===== src/rtl/cvf_pkg.sv =====
package cvf_pkg;

  localparam int CTRL_W   = 8;
  localparam int CHAN_W   = 2;
  localparam int MODE_W   = 2;

  // control byte field positions (decoded by the sequencer and the bench)
  localparam int AOE_BIT  = 6;
  localparam int MODE_LSB = 4;
  localparam int AUTO_BIT = 2;
  localparam int CHAN_LSB = 0;

  typedef enum logic [2:0] {
    ST_IDLE,
    ST_RX,
    ST_HOLD,
    ST_ACK,
    ST_SKIP
  } tgt_state_e;

  // highest legal channel for a given input grouping
  function automatic logic [CHAN_W-1:0] top_chan(input logic [MODE_W-1:0] mode);
    logic [CHAN_W-1:0] lim;
    case (mode)
      2'b00:   lim = 2'd3;
      2'b01:   lim = 2'd2;
      2'b10:   lim = 2'd2;
      default: lim = 2'd1;
    endcase
    return lim;
  endfunction

endpackage


===== src/rtl/cvf_line_sync.sv =====
module cvf_line_sync #(
  parameter int STAGES = 2
) (
  input  logic clk,
  input  logic rst_n,
  input  logic scl_i,
  input  logic sda_i,
  output logic scl_s,
  output logic sda_s,
  output logic scl_rise,
  output logic scl_fall,
  output logic start_det,
  output logic stop_det
);

  logic [STAGES-1:0] scl_pipe;
  logic [STAGES-1:0] sda_pipe;
  logic              scl_prev;
  logic              sda_prev;

  for (genvar g = 0; g < STAGES; g++) begin : g_stage
    if (g == 0) begin : g_first
      always_ff @(posedge clk or negedge rst_n) begin
        if (!rst_n) begin
          scl_pipe[0] <= 1'b1;
          sda_pipe[0] <= 1'b1;
        end else begin
          scl_pipe[0] <= scl_i;
          sda_pipe[0] <= sda_i;
        end
      end
    end else begin : g_next
      always_ff @(posedge clk or negedge rst_n) begin
        if (!rst_n) begin
          scl_pipe[g] <= 1'b1;
          sda_pipe[g] <= 1'b1;
        end else begin
          scl_pipe[g] <= scl_pipe[g-1];
          sda_pipe[g] <= sda_pipe[g-1];
        end
      end
    end
  end

  always_ff @(posedge clk or negedge rst_n) begin
    if (!rst_n) begin
      scl_prev <= 1'b1;
      sda_prev <= 1'b1;
    end else begin
      scl_prev <= scl_pipe[STAGES-1];
      sda_prev <= sda_pipe[STAGES-1];
    end
  end

  assign scl_s     = scl_pipe[STAGES-1];
  assign sda_s     = sda_pipe[STAGES-1];
  assign scl_rise  = scl_s & ~scl_prev;
  assign scl_fall  = ~scl_s & scl_prev;
  assign start_det = scl_s & scl_prev & sda_prev & ~sda_s;
  assign stop_det  = scl_s & scl_prev & ~sda_prev & sda_s;

endmodule


===== src/rtl/cvf_target_fsm.sv =====
module cvf_target_fsm
  import cvf_pkg::*;
#(
  parameter logic [3:0] ADDR_PREFIX = 4'b1001
) (
  input  logic              clk,
  input  logic              rst_n,
  input  logic              sda_s,
  input  logic              scl_rise,
  input  logic              scl_fall,
  input  logic              start_det,
  input  logic              stop_det,
  input  logic [2:0]        addr_strap,
  output logic              sda_oe,
  output logic              wr_stb,
  output logic [CTRL_W-1:0] wr_byte
);

  localparam int CNT_W = $clog2(CTRL_W);

  tgt_state_e        state_q, state_d;
  logic [CNT_W-1:0]  cnt_q, cnt_d;
  logic [CTRL_W-1:0] shreg_q, shreg_d;
  logic              is_addr_q, is_addr_d;
  logic              wr_dir_q, wr_dir_d;
  logic              first_q, first_d;
  logic              stb_d;
  logic [6:0]        my_addr;

  assign my_addr = {ADDR_PREFIX, addr_strap};

  always_comb begin
    state_d   = state_q;
    cnt_d     = cnt_q;
    shreg_d   = shreg_q;
    is_addr_d = is_addr_q;
    wr_dir_d  = wr_dir_q;
    first_d   = first_q;
    stb_d     = 1'b0;
    if (stop_det) begin
      state_d = ST_IDLE;
      first_d = 1'b0;
    end else if (start_det) begin
      state_d   = ST_RX;
      cnt_d     = '0;
      is_addr_d = 1'b1;
      first_d   = 1'b0;
    end else begin
      case (state_q)
        ST_RX: begin
          if (scl_rise) begin
            shreg_d = {shreg_q[CTRL_W-2:0], sda_s};
            cnt_d   = cnt_q + 1'b1;
            if (cnt_q == CNT_W'(CTRL_W - 1)) state_d = ST_HOLD;
          end
        end
        ST_HOLD: begin
          if (scl_fall) begin
            if (is_addr_q) begin
              if (shreg_q[7:1] == my_addr) begin
                state_d  = ST_ACK;
                wr_dir_d = ~shreg_q[0];
                first_d  = ~shreg_q[0];
              end else begin
                state_d = ST_SKIP;
              end
            end else begin
              state_d = ST_ACK;
              if (first_q) begin
                stb_d   = 1'b1;
                first_d = 1'b0;
              end
            end
          end
        end
        ST_ACK: begin
          if (scl_fall) begin
            is_addr_d = 1'b0;
            cnt_d     = '0;
            state_d   = wr_dir_q ? ST_RX : ST_SKIP;
          end
        end
        default: ;
      endcase
    end
  end

  always_ff @(posedge clk or negedge rst_n) begin
    if (!rst_n) begin
      state_q   <= ST_IDLE;
      cnt_q     <= '0;
      shreg_q   <= '0;
      is_addr_q <= 1'b0;
      wr_dir_q  <= 1'b0;
      first_q   <= 1'b0;
      sda_oe    <= 1'b0;
      wr_stb    <= 1'b0;
      wr_byte   <= '0;
    end else begin
      state_q   <= state_d;
      cnt_q     <= cnt_d;
      shreg_q   <= shreg_d;
      is_addr_q <= is_addr_d;
      wr_dir_q  <= wr_dir_d;
      first_q   <= first_d;
      sda_oe    <= (state_d == ST_ACK);
      wr_stb    <= stb_d;
      if (stb_d) wr_byte <= shreg_q;
    end
  end

endmodule


===== src/rtl/cvf_ctrl_seq.sv =====
module cvf_ctrl_seq
  import cvf_pkg::*;
(
  input  logic              clk,
  input  logic              rst_n,
  input  logic              wr_stb,
  input  logic [CTRL_W-1:0] wr_byte,
  input  logic              conv_done,
  output logic              aout_en,
  output logic              auto_flag,
  output logic [MODE_W-1:0] input_mode,
  output logic [CHAN_W-1:0] active_channel
);

  logic              aoe_q, aoe_d;
  logic              auto_q, auto_d;
  logic [MODE_W-1:0] mode_q, mode_d;
  logic [CHAN_W-1:0] chan_q, chan_d;
  logic [MODE_W-1:0] wr_mode;
  logic [CHAN_W-1:0] wr_chan;
  logic [CHAN_W-1:0] wr_lim;
  logic [CHAN_W-1:0] cur_lim;
  logic              unused_rsv;

  assign wr_mode    = wr_byte[MODE_LSB +: MODE_W];
  assign wr_chan    = wr_byte[CHAN_LSB +: CHAN_W];
  assign wr_lim     = top_chan(wr_mode);
  assign cur_lim    = top_chan(mode_q);
  assign unused_rsv = ^{wr_byte[7], wr_byte[3]};

  always_comb begin
    aoe_d  = aoe_q;
    auto_d = auto_q;
    mode_d = mode_q;
    chan_d = chan_q;
    if (wr_stb) begin
      aoe_d  = wr_byte[AOE_BIT];
      auto_d = wr_byte[AUTO_BIT];
      mode_d = wr_mode;
      chan_d = (wr_chan > wr_lim) ? wr_lim : wr_chan;
    end else if (conv_done && auto_q) begin
      chan_d = (chan_q >= cur_lim) ? '0 : chan_q + 1'b1;
    end
  end

  always_ff @(posedge clk or negedge rst_n) begin
    if (!rst_n) begin
      aoe_q  <= 1'b0;
      auto_q <= 1'b0;
      mode_q <= '0;
      chan_q <= '0;
    end else begin
      aoe_q  <= aoe_d;
      auto_q <= auto_d;
      mode_q <= mode_d;
      chan_q <= chan_d;
    end
  end

  assign aout_en        = aoe_q;
  assign auto_flag      = auto_q;
  assign input_mode     = mode_q;
  assign active_channel = chan_q;

endmodule


===== src/rtl/cvf_frontend.sv =====
module cvf_frontend
  import cvf_pkg::*;
#(
  parameter logic [3:0] ADDR_PREFIX = 4'b1001,
  parameter int         SYNC_STAGES = 2
) (
  input  logic       clk,
  input  logic       rst_n,
  input  logic       scl_i,
  input  logic       sda_i,
  input  logic [2:0] addr_strap,
  input  logic       conv_done,
  output logic       sda_oe,
  output logic       aout_en,
  output logic       osc_en,
  output logic [1:0] input_mode,
  output logic [1:0] active_channel
);

  logic [1:0]        rst_pipe;
  logic              rst_n_int;
  logic              scl_s, sda_s, scl_rise, scl_fall, start_det, stop_det;
  logic              wr_stb;
  logic [CTRL_W-1:0] wr_byte;
  logic              auto_flag;
  logic              aoe;

  always_ff @(posedge clk or negedge rst_n) begin
    if (!rst_n) rst_pipe <= 2'b00;
    else        rst_pipe <= {rst_pipe[0], 1'b1};
  end
  assign rst_n_int = rst_pipe[1];

  cvf_line_sync #(.STAGES(SYNC_STAGES)) u_sync (
    .clk       (clk),
    .rst_n     (rst_n_int),
    .scl_i     (scl_i),
    .sda_i     (sda_i),
    .scl_s     (scl_s),
    .sda_s     (sda_s),
    .scl_rise  (scl_rise),
    .scl_fall  (scl_fall),
    .start_det (start_det),
    .stop_det  (stop_det)
  );

  cvf_target_fsm #(.ADDR_PREFIX(ADDR_PREFIX)) u_fsm (
    .clk        (clk),
    .rst_n      (rst_n_int),
    .sda_s      (sda_s),
    .scl_rise   (scl_rise),
    .scl_fall   (scl_fall),
    .start_det  (start_det),
    .stop_det   (stop_det),
    .addr_strap (addr_strap),
    .sda_oe     (sda_oe),
    .wr_stb     (wr_stb),
    .wr_byte    (wr_byte)
  );

  cvf_ctrl_seq u_seq (
    .clk            (clk),
    .rst_n          (rst_n_int),
    .wr_stb         (wr_stb),
    .wr_byte        (wr_byte),
    .conv_done      (conv_done),
    .aout_en        (aoe),
    .auto_flag      (auto_flag),
    .input_mode     (input_mode),
    .active_channel (active_channel)
  );

  assign aout_en = aoe;
  assign osc_en  = aoe;

endmodule


===== config.mk =====
export PLATFORM = sky130hd
export DESIGN_NAME = cvf_frontend
export DESIGN_NICKNAME = d
export VERILOG_FILES = /design/src/rtl/cvf_pkg.sv /design/src/rtl/cvf_line_sync.sv /design/src/rtl/cvf_target_fsm.sv /design/src/rtl/cvf_ctrl_seq.sv /design/src/rtl/cvf_frontend.sv
export SDC_FILE = /design/constraint.sdc
export NUM_CORES = 1
export LEC_CHECK = 0
export BUFFER_PORTS_ARGS = -buffer_cell sky130_fd_sc_hd__buf_2
export CORE_MARGIN = 4
export CORE_UTILIZATION = 42
export CTS_CLUSTER_DIAMETER = 120
export DETAILED_ROUTE_END_ITERATION = 10
export PLACE_DENSITY_LB_ADDON = 0.08
export SETUP_SLACK_MARGIN = 0.15
export SLEW_MARGIN = 15
export SYNTH_ARGS = -nofsm -noshare
export SYNTH_HDL_FRONTEND = slang
export SYNTH_SLANG_ARGS = --single-unit
export TNS_END_PERCENT = 30

===== constraint.sdc =====
create_clock -name clk -period 1.6 [get_ports clk]
set_clock_uncertainty 0.15 [all_clocks]
set_input_delay 0 -clock clk [delete_from_list [all_inputs] [get_ports clk]]
set_output_delay 0 -clock clk [all_outputs]
set_load 0.01 [all_outputs]

==> results of run 1 <==
[metrics by stage]
step / instances / utilization / power [mW] / hold slack (ns) / TNS, ns
6_report: 255 / 0.6136 / 2.848 / 0.09241 / -3.358
5_1_grt: 255 / 0.6136 / 3.005 / 0.1151 / -5.037
4_1_cts: 251 / 0.5853 / 2.837 / 0.1084 / -1.858
3_5_place_dp: 235 / 0.5333 / 1.940 / -0.3639 / -2.799
3_3_place_gp: 235 / 0.5333 / 1.906 / -0.3664 / -2.187
2_1_floorplan: 149 / - / 1.695 / -0.4456 / -1.029
[what timing repair did]
action                                 CTS  global route
gates resized for setup                  6            15
setup buffers                            3             4
hold buffers                             5             0
endpoints found under the hold margin    6             0
setup endpoints to repair               27            27
pin swaps                                1            11
[power by group]
group	internal (mW)	total (mW)	switching (mW)
clock network	0.505	0.847	0.342
registers	1.14	1.31	0.168
logic	0.369	0.696	0.327
[layer usage]
| metal | track usage | routed length (um) | part of all wire | vias to the layer above |
|---|---|---|---|---|
| met3 | 0.02838 | 94 | 0.026 | 4 |
| met4 | 0.04743 | 34 | 0.0094 | 0 |
| li1 | - | - | - | 636 |
| met5 | 0 | 0 | 0 | - |
| met1 | 0.1991 | 1717 | 0.48 | 625 |
| met2 | 0.2333 | 1757 | 0.49 | 18 |
[logic make-up after synthesis]
family / share of synthesized area
AO/OA/AOI/OAI: 0.09973
XOR/XNOR: 0.01900
adder cells (fa/ha/maj): 0.06106
buffers and inverters: 0.03664
flip-flops: 0.5332
multiplexers: 0.1153
other: 0.002033
AND/OR/NAND/NOR: 0.1330
[sequential cells by signal (all words and copies together), names as in the netlist, 2 cells and up]
signal,count
u_fsm.shreg_q,8
u_fsm.wr_byte,6
u_fsm.cnt_q,3
u_fsm.state_q,3
rst_pipe,2
u_seq.active_channel,2
u_seq.input_mode,2
[path summary, 6_finish.rpt]
kind                                     start  cells after the start  slack [ns]                      end
min reg2reg                        rst_pipe[1]                      1        0.14         u_fsm.shreg_q[1]
max reg2reg                u_seq.input_mode[1]                      7       -0.34  u_seq.active_channel[1]
max in group asynchronous                rst_n                      3        0.77              rst_pipe[0]
min in group asynchronous          rst_pipe[1]                      1        0.14         u_fsm.shreg_q[1]
min                              addr_strap[0]                      5        0.09           u_fsm.wr_dir_q
max                        u_seq.input_mode[1]                      7       -0.34  u_seq.active_channel[1]
[cells in the final DEF, fill, tap and decap left out, types with 2 or more instances in the layout]
cell	n
sky130_fd_sc_hd__or4bb_1	2
sky130_fd_sc_hd__ha_1	5
sky130_fd_sc_hd__o21ai_1	2
sky130_fd_sc_hd__buf_6	2
sky130_fd_sc_hd__o31ai_1	2
sky130_fd_sc_hd__xnor2_1	3
sky130_fd_sc_hd__nand2_1	6
sky130_fd_sc_hd__clkbuf_8	6
sky130_fd_sc_hd__dfrtp_1	33
sky130_fd_sc_hd__mux2_2	18
sky130_fd_sc_hd__inv_1	9
sky130_fd_sc_hd__buf_4	32
sky130_fd_sc_hd__nor3_4	2
sky130_fd_sc_hd__buf_2	14
sky130_fd_sc_hd__nor2_1	8
sky130_fd_sc_hd__a21oi_2	2
sky130_fd_sc_hd__nand2_4	2
sky130_fd_sc_hd__o21ai_0	4
sky130_fd_sc_hd__a31oi_1	3
sky130_fd_sc_hd__dfstp_2	6
sky130_fd_sc_hd__a32o_1	2
sky130_fd_sc_hd__nor2b_1	2
sky130_fd_sc_hd__a21o_1	2
sky130_fd_sc_hd__nand3b_4	2
sky130_fd_sc_hd__dlygate4sd3_1	5
sky130_fd_sc_hd__nor4b_4	2
sky130_fd_sc_hd__ha_4	3
[layout make-up]
cell class / instances / area [um^2] / area share
clock buffers: 6 / 82.58 / 0.03271
flip-flops and latches: 39 / 983.4 / 0.3895
well taps: 50 / 62.56 / 0.02478
repair buffers: 53 / 382.9 / 0.1516
multi-input cells: 95 / 940.9 / 0.3726
inverters: 10 / 37.54 / 0.01487
clock inverters: 2 / 35.03 / 0.01388
[worst max-delay path, cell delays in order (launching register included)]
cell and delay [ns]:
sky130_fd_sc_hd__dfrtp_1 0.42, sky130_fd_sc_hd__ha_4 0.27, sky130_fd_sc_hd__inv_2 0.04, sky130_fd_sc_hd__ha_4 0.20
sky130_fd_sc_hd__nand2b_4 0.14, sky130_fd_sc_hd__a211oi_4 0.22, sky130_fd_sc_hd__nand3_2 0.12, sky130_fd_sc_hd__o311ai_2 0.28
==> run summary, run 1 <==
Setup path
* flip-flop — Startpoint Class
* 1.63 ns — data required time of the critical path
* 2 — critical path peak fanout
* 1.98 ns — arrival time worst endpoint
* reg2reg — critical setup path kind
* flip-flop — capturing element type of the critical path

Floorplanning
* 74.27 um — die boundary height
* 74.27 um — die boundary width
* 5515 um^2 — area of the die
* 0.4482 — Initial Util
* 23 — cell row count
* 4115 um^2 — core region area
* 15 — top-level I/O count

Logic synthesis
* 1844 um^2 — Netlist Area Pre-Place
* sky130_fd_sc_hd__dfrtp_1, sky130_fd_sc_hd__mux2_2, sky130_fd_sc_hd__dfstp_2, sky130_fd_sc_hd__ha_1, sky130_fd_sc_hd__inv_1 — top cells by area in the synthesized netlist
* 0 — Yosys warning count
* 1.000 — proportion of synthesized flip-flops having asynchronous set or reset
* sky130_fd_sc_hd__dfrtp_1 — top-count cell post-synth
* 0.4478 — fraction of synthesized cell area taken by the top area cell type
* 12.38 um^2 — syn_area_per_cell
* sky130_fd_sc_hd__dfrtp_1 — biggest area consumer among synthesized cells
* sky130_fd_sc_hd__dfrtp_1 — Top FF cell, synth
* 0.5332 — post-synthesis sequential area ratio
* 149 — synthesized instance count
* 0 — EDFF count, synth
* 43 — Unique masters post-synth
* 166 — synthesized netlist net count
* 39 — flops & latches, synth
* sky130_fd_sc_hd__dfrtp_1, sky130_fd_sc_hd__mux2_2, sky130_fd_sc_hd__inv_1 — ranking of synthesized cells by instance count

STA
* 0 — final hold violations
* 24 — final setup violation count
* 514.4 MHz — FMAX
* 0 — Slew Limit Fails
* true — setup repair after global routing missed its margin
* -0.3442 ns — minimum setup slack in the final design
* 1.944 ns — Period minus WS final
* 1.215 — fin crit share

Drt
* 1283 — Vias
* 0 — remaining design rule violation count
* 4 — first-pass iteration count of the detailed router
* 0 — post-route antenna net violation count
* 5.031 — via-per-instance ratio
* 43 — iteration-0 DRC count of the detailed router
* 14.13 um — Routed wire per std cell
* 3604 um — routed wire length

Placed design
* 0.7671 — global placement routability congestion
* 2524 um — placed wire-length estimate
* 14 — Port Buffer Count
* 2195 um^2 — dpl cell area
* -0.4172 ns — setup slack at placement

Cells and area
* 221 — final layout net count
* 0.5073 — layout cell share with drive strength beyond 1
* 36.91% — Area growth syn-to-layout
* 2525 um^2 — final design instance area without fill
* 341 — number of filler instances in the final layout
* 0 — antenna cell count

Clock network
* 0.07 ns — CTS clk-pin slew, worst paths
* 0.28 ns — Clock Latency Late Sink
* sky130_fd_sc_hd__clkbuf_8 — root cell of the clock tree
* 2 — H-tree level count
* 39 — Clock Sinks
* 2 — maximum buffer depth of the clock tree
* done — TritonCTS clock tree
* 5 — number of buffers added by the clock tree synthesis step

GRT
* 0 — number of antenna violations at the first check in global routing
* 1344 — via count of the first global-routing pass
* 0 — GRT Residual Overflow
* 6141 um — first-pass GRT wire length
* 0.1453 — global router's overall resource usage
* 38 — maximum number of pins on one net before global-route repair

Pwr
* 1.231 nW — leakage power figure
* 1128 nW/um^2 — Pwr per Cell Area
* 0.6727 mV — worst vdd ir

Run
* 0 — count of max-cap constraint violations

Min path
* in2reg — type of the tightest min-delay check

Outcome
* complete, but fails checks — outcome
* setup timing — failing checks

(Power assumes the default switching activity.)
==> run 2, diff against run 1 <==
- PLACE_DENSITY_LB_ADDON: 0.08 -> 0.3
==> run 2 against run 1 <==
  * The run still ends with setup timing left
  * Sequential share of layout area increased by 0.48 points
  * Non-clock buffer count increased by 2
  * Design area decreased by 1.1%
  * Combinational power decreased by 8.8%
  * Power decreased by 8.9%
  * Flip-flop and latch count did not move
  * Sequential power hardly changed
  * Die area stayed put
  * Fmax grew 1.1%
  * Highest routed layer unchanged
==> run summary, run 2 (same netlist as run 1, synthesis figures left out) <==
Run
* 0 — count of max-cap constraint violations, unchanged

Setup path
* 7 — Worst path depth, unchanged
* 1.97 ns — arrival time worst endpoint, about the same
* 0.38 ns — delay of the slowest cell on the worst path, -0.04 ns
* adder cells — Crit path max-delay family
* ha_1 > inv_2 > ha_4 > nand2b_4 > a211oi_2 > nand3_1 > o311ai_1 — cells along the critical path
* u_seq.input_mode[1] — beginning of the critical path
* flip-flop — Startpoint Class
* -0.32 ns — setup slack of the most critical reg-to-reg path, +0.02 ns
* 2 — critical path peak fanout, unchanged
* u_seq.active_channel[1] — worst setup path end
* u_seq.input_mode[1] — R2R Path Start
* 7 — worst r2r path cells, unchanged
* flip-flop — capturing element type of the critical path
* sky130_fd_sc_hd__dfrtp_1 — Slowest cell on crit path
* 1 — buffering stage count on the worst path with inverters included, unchanged
* u_seq.active_channel[1] — Worst R2R End
* reg2reg — critical setup path kind
* 1.64 ns — data required time of the critical path, about the same

Cells and area
* sky130_fd_sc_hd__dfrtp_1 — commonest non-fill, non-tap cell in the layout
* 35.41% — Area growth syn-to-layout
* 2497 um^2 — final design instance area without fill, -1.1%
* 223 — final layout net count, +0.90%
* u_fsm.shreg_q — largest reg by FF count
* sky130_fd_sc_hd__dfrtp_1, sky130_fd_sc_hd__buf_4, sky130_fd_sc_hd__mux2_2 — most used cells in the layout excluding fill and tap cells
* 0.4928 — layout cell share with drive strength beyond 1, -0.01456
* 8 — flip-flop count of the largest register, all copies and words added, unchanged
* 0.6069 — utilization after layout, -0.006689
* u_fsm.shreg_q: 8 flops, u_fsm.wr_byte: 6 flops — largest registers
* 0 — antenna cell count, unchanged

STA
* 0 — Slew Limit Fails, unchanged
* 1.202 — fin crit share, -0.01297
* 1.923 ns — Period minus WS final, -0.02076 ns
* true — setup repair after global routing missed its margin
* -0.3234 ns — minimum setup slack in the final design, +0.02076 ns
* 519.9 MHz — FMAX, +1.1%
* 23 — final setup violation count, -4.2%
* 0 — final hold violations, unchanged

Clock network
* done — TritonCTS clock tree
* sky130_fd_sc_hd__clkbuf_8 — root cell of the clock tree
* 2 — H-tree level count, unchanged
* 39 — Clock Sinks, unchanged
* 2 — maximum buffer depth of the clock tree, unchanged
* 0.29 ns — Clock Latency Late Sink, about the same
* 5 — number of buffers added by the clock tree synthesis step, unchanged
* 0.08 ns — CTS clk-pin slew, worst paths, about the same

Floorplanning
* 74.27 um — die boundary height, unchanged
* 0.4482 — Initial Util, unchanged
* 23 — cell row count, unchanged
* 15 — top-level I/O count, unchanged
* 74.27 um — die boundary width, unchanged
* 4115 um^2 — core region area, unchanged
* 5515 um^2 — area of the die, unchanged

GRT
* 6175 um — first-pass GRT wire length, +0.55%
* 0.04324 — met3 layer usage reported by global route, +0.01486
* 0.1484 — global router's overall resource usage, +0.003116
* 0 — GRT Residual Overflow, unchanged
* 18 — maximum number of pins on one net before global-route repair, -53%
* 1351 — via count of the first global-routing pass, +0.52%
* met2 — busiest grt layer
* 0.2510 — global routing met2 resource utilization, +0.01772
* 0 — number of antenna violations at the first check in global routing, unchanged
* 0.1784 — met1 Track Usage GR, -0.02069

Drt
* 4 — first-pass iteration count of the detailed router, unchanged
* 13.67 um — Routed wire per std cell, -3.3%
* 0 — post-route antenna net violation count, unchanged
* 1316 — Vias, +2.6%
* 54 — iteration-0 DRC count of the detailed router, +26%
* 3514 um — routed wire length, -2.5%
* 5.121 — via-per-instance ratio, +1.8%
* 0 — remaining design rule violation count, unchanged

Pwr
* 1039 nW/um^2 — Pwr per Cell Area, -7.9%
* 1.216 nW — leakage power figure, -1.2%
* 0.6381 mV — worst vdd ir, -5.1%

Placed design
* 2215 um^2 — dpl cell area, +0.91%
* 14 — Port Buffer Count, unchanged
* 0.8459 — global placement routability congestion, +10%
* 2579 um — placed wire-length estimate, +2.2%

Min path
* reg2async — type of the tightest min-delay check

Outcome
* complete, but fails checks — outcome
* setup timing — failing checks

-- run 2: per-layer routing --
metal  wire, um  up-vias
li1           -      648
met1       1579      641
met2       1739       20
met3        132        7
met4         61        0
met5          0        -
-- run 2: worst min-delay path by stage --
| stage | from | endpoint | slack, ns |
|---|---|---|---|
| after global placement | rst_n | rst_pipe[0] | -0.36 |
| after detailed placement | rst_n | rst_pipe[0] | -0.36 |
| after floorplan | rst_n | rst_pipe[0] | -0.45 |
| final | rst_pipe[1] | u_fsm.wr_stb | 0.06 |
| after CTS | rst_pipe[1] | u_fsm.wr_stb | 0.07 |
| after global routing | addr_strap[1] | u_fsm.wr_dir_q | 0.1 |
-- run 2: layout make-up --
| type | count | area [um^2] |
|---|---|---|
| Sequential cell | 39 | 984.7 |
| Fill cell | 328 | 1618 |
| Tap cell | 50 | 62.56 |
| Clock inverter | 1 | 7.507 |
| Timing Repair Buffer | 55 | 417.9 |
| Multi-Input combinational cell | 95 | 910.9 |
| Inverter | 10 | 37.54 |
| Clock buffer | 7 | 76.32 |
-- run 2: through the flow --
| stage | cells | power [mW] | setup TNS [ns] | hold WS (ns) | setup slack [ns] |
|---|---|---|---|---|---|
| 2_1_floorplan | 149 | 1.695 | -1.029 | -0.4456 | -0.2893 |
| 3_5_place_dp | 236 | 1.910 | -3.013 | -0.3606 | -0.3367 |
| 6_report | 257 | 2.594 | -2.359 | 0.05532 | -0.3234 |
| 5_1_grt | 257 | 2.776 | -3.987 | 0.09924 | -0.4423 |
| 4_1_cts | 252 | 2.580 | -2.206 | 0.06999 | -0.3562 |
| 3_3_place_gp | 236 | 1.866 | -2.157 | -0.3647 | -0.2647 |
-- run 2: worst register-to-register path, cell delays in order, from the launching register on --
cell	delay, ns
sky130_fd_sc_hd__dfrtp_1	0.38
sky130_fd_sc_hd__ha_1	0.30
sky130_fd_sc_hd__inv_2	0.07
sky130_fd_sc_hd__ha_4	0.19
sky130_fd_sc_hd__nand2b_4	0.13
sky130_fd_sc_hd__a211oi_2	0.19
sky130_fd_sc_hd__nand3_1	0.13
sky130_fd_sc_hd__o311ai_1	0.28
-- run 2: timing repair --
item                                    in CTS  in global routing
hold buffers                                 5                  0
endpoints found under the hold margin        6                  0
pin swaps                                    1                  9
setup buffers                                3                  5
gates resized for setup                      6                 14
endpoints found under the setup margin      27                 27
-- run 2: where the power goes --
| part | internal (mW) | total [mW] | switching (mW) |
|---|---|---|---|
| clock | 0.308 | 0.640 | 0.332 |
| sequential | 1.14 | 1.32 | 0.178 |
| combinational | 0.351 | 0.635 | 0.285 |
==> run 3, diff against run 2 <==
- PLACE_DENSITY: unset -> 0.62
- PLACE_DENSITY_LB_ADDON: 0.3 -> unset
==> run 3 against run 2 <==
  * The run still ends with setup timing left
  * Die area unchanged
  * Core utilization about the same
  * Design area about the same
  * Hold slack improved by 0.047 ns
  * First-iteration DRC count increased by 13%
  * Sequential power about the same
  * Largest power group unchanged
  * Flip-flop and latch count unchanged
  * Power increased by 8.9%
==> run summary, run 3 (same netlist as run 1, synthesis figures left out) <==
Cells and area
* 0 — antenna cell count, unchanged
* 983.4 um^2 — area used by sequential logic in the layout, -0.13%
* 336 — number of filler instances in the final layout, +2.4%
* u_fsm.shreg_q — largest reg by FF count
* u_fsm.shreg_q: 8 flops, u_fsm.wr_byte: 6 flops — largest registers
* sky130_fd_sc_hd__dfrtp_1 — commonest non-fill, non-tap cell in the layout
* 220 — final layout net count, -1.3%
* 905.9 um^2 — multi-input logic area, -0.55%
* 254 — number of standard cells in the layout, taps in and fillers out, -1.2%
* 35.35% — Area growth syn-to-layout, about the same
* 8 — flip-flop count of the largest register, all copies and words added, unchanged
* 0.4902 — layout cell share with drive strength beyond 1, -0.002558
* sky130_fd_sc_hd__dfrtp_1, sky130_fd_sc_hd__buf_4, sky130_fd_sc_hd__mux2_2 — most used cells in the layout excluding fill and tap cells

STA
* 515.6 MHz — FMAX, -0.84%
* 1.212 — fin crit share, +0.01014
* 0 — final hold violations, unchanged
* 24 — final setup violation count, +4.3%
* true — setup repair after global routing missed its margin
* 0 — Slew Limit Fails, unchanged
* -0.3396 ns — minimum setup slack in the final design, -0.01623 ns
* 1.940 ns — Period minus WS final, +0.01623 ns

Setup path
* u_seq.active_channel[0] — worst setup path end
* reg2reg — critical setup path kind
* 1.68 ns — data required time of the critical path, +0.04 ns
* u_seq.input_mode[0] — beginning of the critical path
* 2.02 ns — arrival time worst endpoint, +0.05 ns
* -0.34 ns — setup slack of the most critical reg-to-reg path, -0.02 ns
* 2 — critical path peak fanout, unchanged
* flip-flop — capturing element type of the critical path
* 8 — worst r2r path cells, +1
* u_seq.input_mode[0] — R2R Path Start
* u_seq.active_channel[0] — Worst R2R End
* flip-flop — Startpoint Class

Pwr
* 0.237 — part of the power in combinational logic, -0.008
* 1.233 nW — leakage power figure, +1.3%
* 839.2 uW — net load switching power, +5.6%
* 1.985 mW — total internal power, +10%
* 0.8233 mV — worst vdd ir, +29%
* 1131 nW/um^2 — Pwr per Cell Area, +8.9%
* 2.824 mW — overall power, +8.9%
* 0.296 — part of the total power dissipated in the clock network, +0.049
* 0.467 — sequential power share, -0.041
* 0.2972 — Switching Share, -0.009190

Run
* 0 — count of max-cap constraint violations, unchanged

GRT
* 32 — maximum number of pins on one net before global-route repair, +14
* 0.1473 — global router's overall resource usage, -0.001100
* 6085 um — first-pass GRT wire length, -1.5%
* 0 — number of antenna violations at the first check in global routing, unchanged
* 1338 — via count of the first global-routing pass, -0.96%
* 0 — GRT Residual Overflow, unchanged

Outcome
* complete, but fails checks — outcome
* setup timing — failing checks

Drt
* 61 — iteration-0 DRC count of the detailed router, +13%
* 5 — first-pass iteration count of the detailed router, +1
* 14.33 um — Routed wire per std cell, +4.8%
* 3640 um — routed wire length, +3.6%
* 0 — post-route antenna net violation count, unchanged
* 0 — remaining design rule violation count, unchanged
* 5.142 — via-per-instance ratio, +0.41%
* 1306 — Vias, -0.76%

Floorplanning
* 0.4482 — Initial Util, unchanged
* 15 — top-level I/O count, unchanged
* 5515 um^2 — area of the die, unchanged
* 4115 um^2 — core region area, unchanged
* 74.27 um — die boundary height, unchanged
* 23 — cell row count, unchanged
* 74.27 um — die boundary width, unchanged

Min path
* addr_strap[1] — min-delay src
* in2reg — type of the tightest min-delay check

Placed design
* 234 — number of placed cells counting well taps, -0.85%
* 0.7788 — global placement routability congestion, -7.9%
* 14 — Port Buffer Count, unchanged
* 2536 um — placed wire-length estimate, -1.6%

Clock network
* 2 — maximum buffer depth of the clock tree, unchanged
* sky130_fd_sc_hd__clkbuf_8 — root cell of the clock tree
* 0.29 ns — Clock Latency Late Sink, about the same
* 0.08 ns — CTS clk-pin slew, worst paths, about the same
* 5 — number of buffers added by the clock tree synthesis step, unchanged
* 2 — H-tree level count, unchanged
* 39 — Clock Sinks, unchanged
* done — TritonCTS clock tree

==> run 3: changes by cell type in the layout (fill, tap and decap cells not counted), sizes merged <==
cell,previous run,this run
clkinvlp,1,0
inv,10,11
clkbuf,7,5
clkinv,0,1
bufinv,0,1
dlygate4sd3,5,6
buf,50,46
==> run 3: how the worst min path moves through the flow <==
stage,endpoint,cells after the start,slack [ns]
after global routing,u_fsm.wr_dir_q,5,0.11
after floorplan,rst_pipe[0],0,-0.45
final,u_fsm.wr_dir_q,5,0.10
after detailed placement,rst_pipe[1],1,-0.36
after CTS,u_fsm.wr_dir_q,5,0.10
after global placement,rst_pipe[0],1,-0.37
==> run 3: critical path, cell delays in order, from the launching register on <==
cell	delay, ns
sky130_fd_sc_hd__dfrtp_1	0.38
sky130_fd_sc_hd__ha_1	0.31
sky130_fd_sc_hd__inv_2	0.08
sky130_fd_sc_hd__ha_4	0.19
sky130_fd_sc_hd__nand2b_4	0.13
sky130_fd_sc_hd__a211oi_2	0.21
sky130_fd_sc_hd__nand3_1	0.16
sky130_fd_sc_hd__nor2_1	0.16
sky130_fd_sc_hd__a221o_1	0.12
==> run 3: per-stage QoR <==
step	worst slack (ns)	utilization	hold slack, ns	area [um^2]	TNS [ns]
final	-0.3396	0.6066	0.1024	2496	-3.111
after global routing	-0.4562	0.6066	0.1093	2496	-5.048
after CTS	-0.3905	0.5935	0.1025	2442	-3.640
after detailed placement	-0.4018	0.5345	-0.3621	2200	-2.885
after global placement	-0.2625	0.5345	-0.3656	2200	-2.147
after floorplan	-0.2893	-	-0.4456	1893	-1.029
==> run 3: metal layers <==
metal | track usage | vias to the layer above | wire [um]
met5 | 0 | - | 0
met4 | 0.03557 | 0 | 21
met3 | 0.05270 | 2 | 96
met2 | 0.2510 | 12 | 1912
met1 | 0.1792 | 652 | 1609
li1 | - | 640 | -
==> run 3: power by group through the flow <==
| stage | Combinational (mW) | Clock (mW) | Sequential (mW) |
|---|---|---|---|
| global placement | 0.569 | 0 | 1.31 |
| global route | 0.751 | 0.904 | 1.34 |
| detailed placement | 0.603 | 0 | 1.33 |
| finish | 0.670 | 0.835 | 1.32 |
| floorplan | 0.414 | 0 | 1.28 |
| CTS | 0.641 | 0.856 | 1.32 |
==> run 3: final cells by class <==
class,count,share of cell area
inverters,10,0.01504
repair buffers,52,0.1564
well taps,50,0.02506
multi-input cells,95,0.3629
clock buffers,5,0.02757
flip-flops and latches,39,0.3940
clock inverters,3,0.01905
==> run 3: timing repair <==
item | in CTS | in global routing
gates resized for setup | 10 | 8
endpoints found under the setup margin | 27 | 27
endpoints found under the hold margin | 8 | 0
buffers inserted | 4 | 2
hold buffers | 6 | 0
pin swaps | 5 | 5
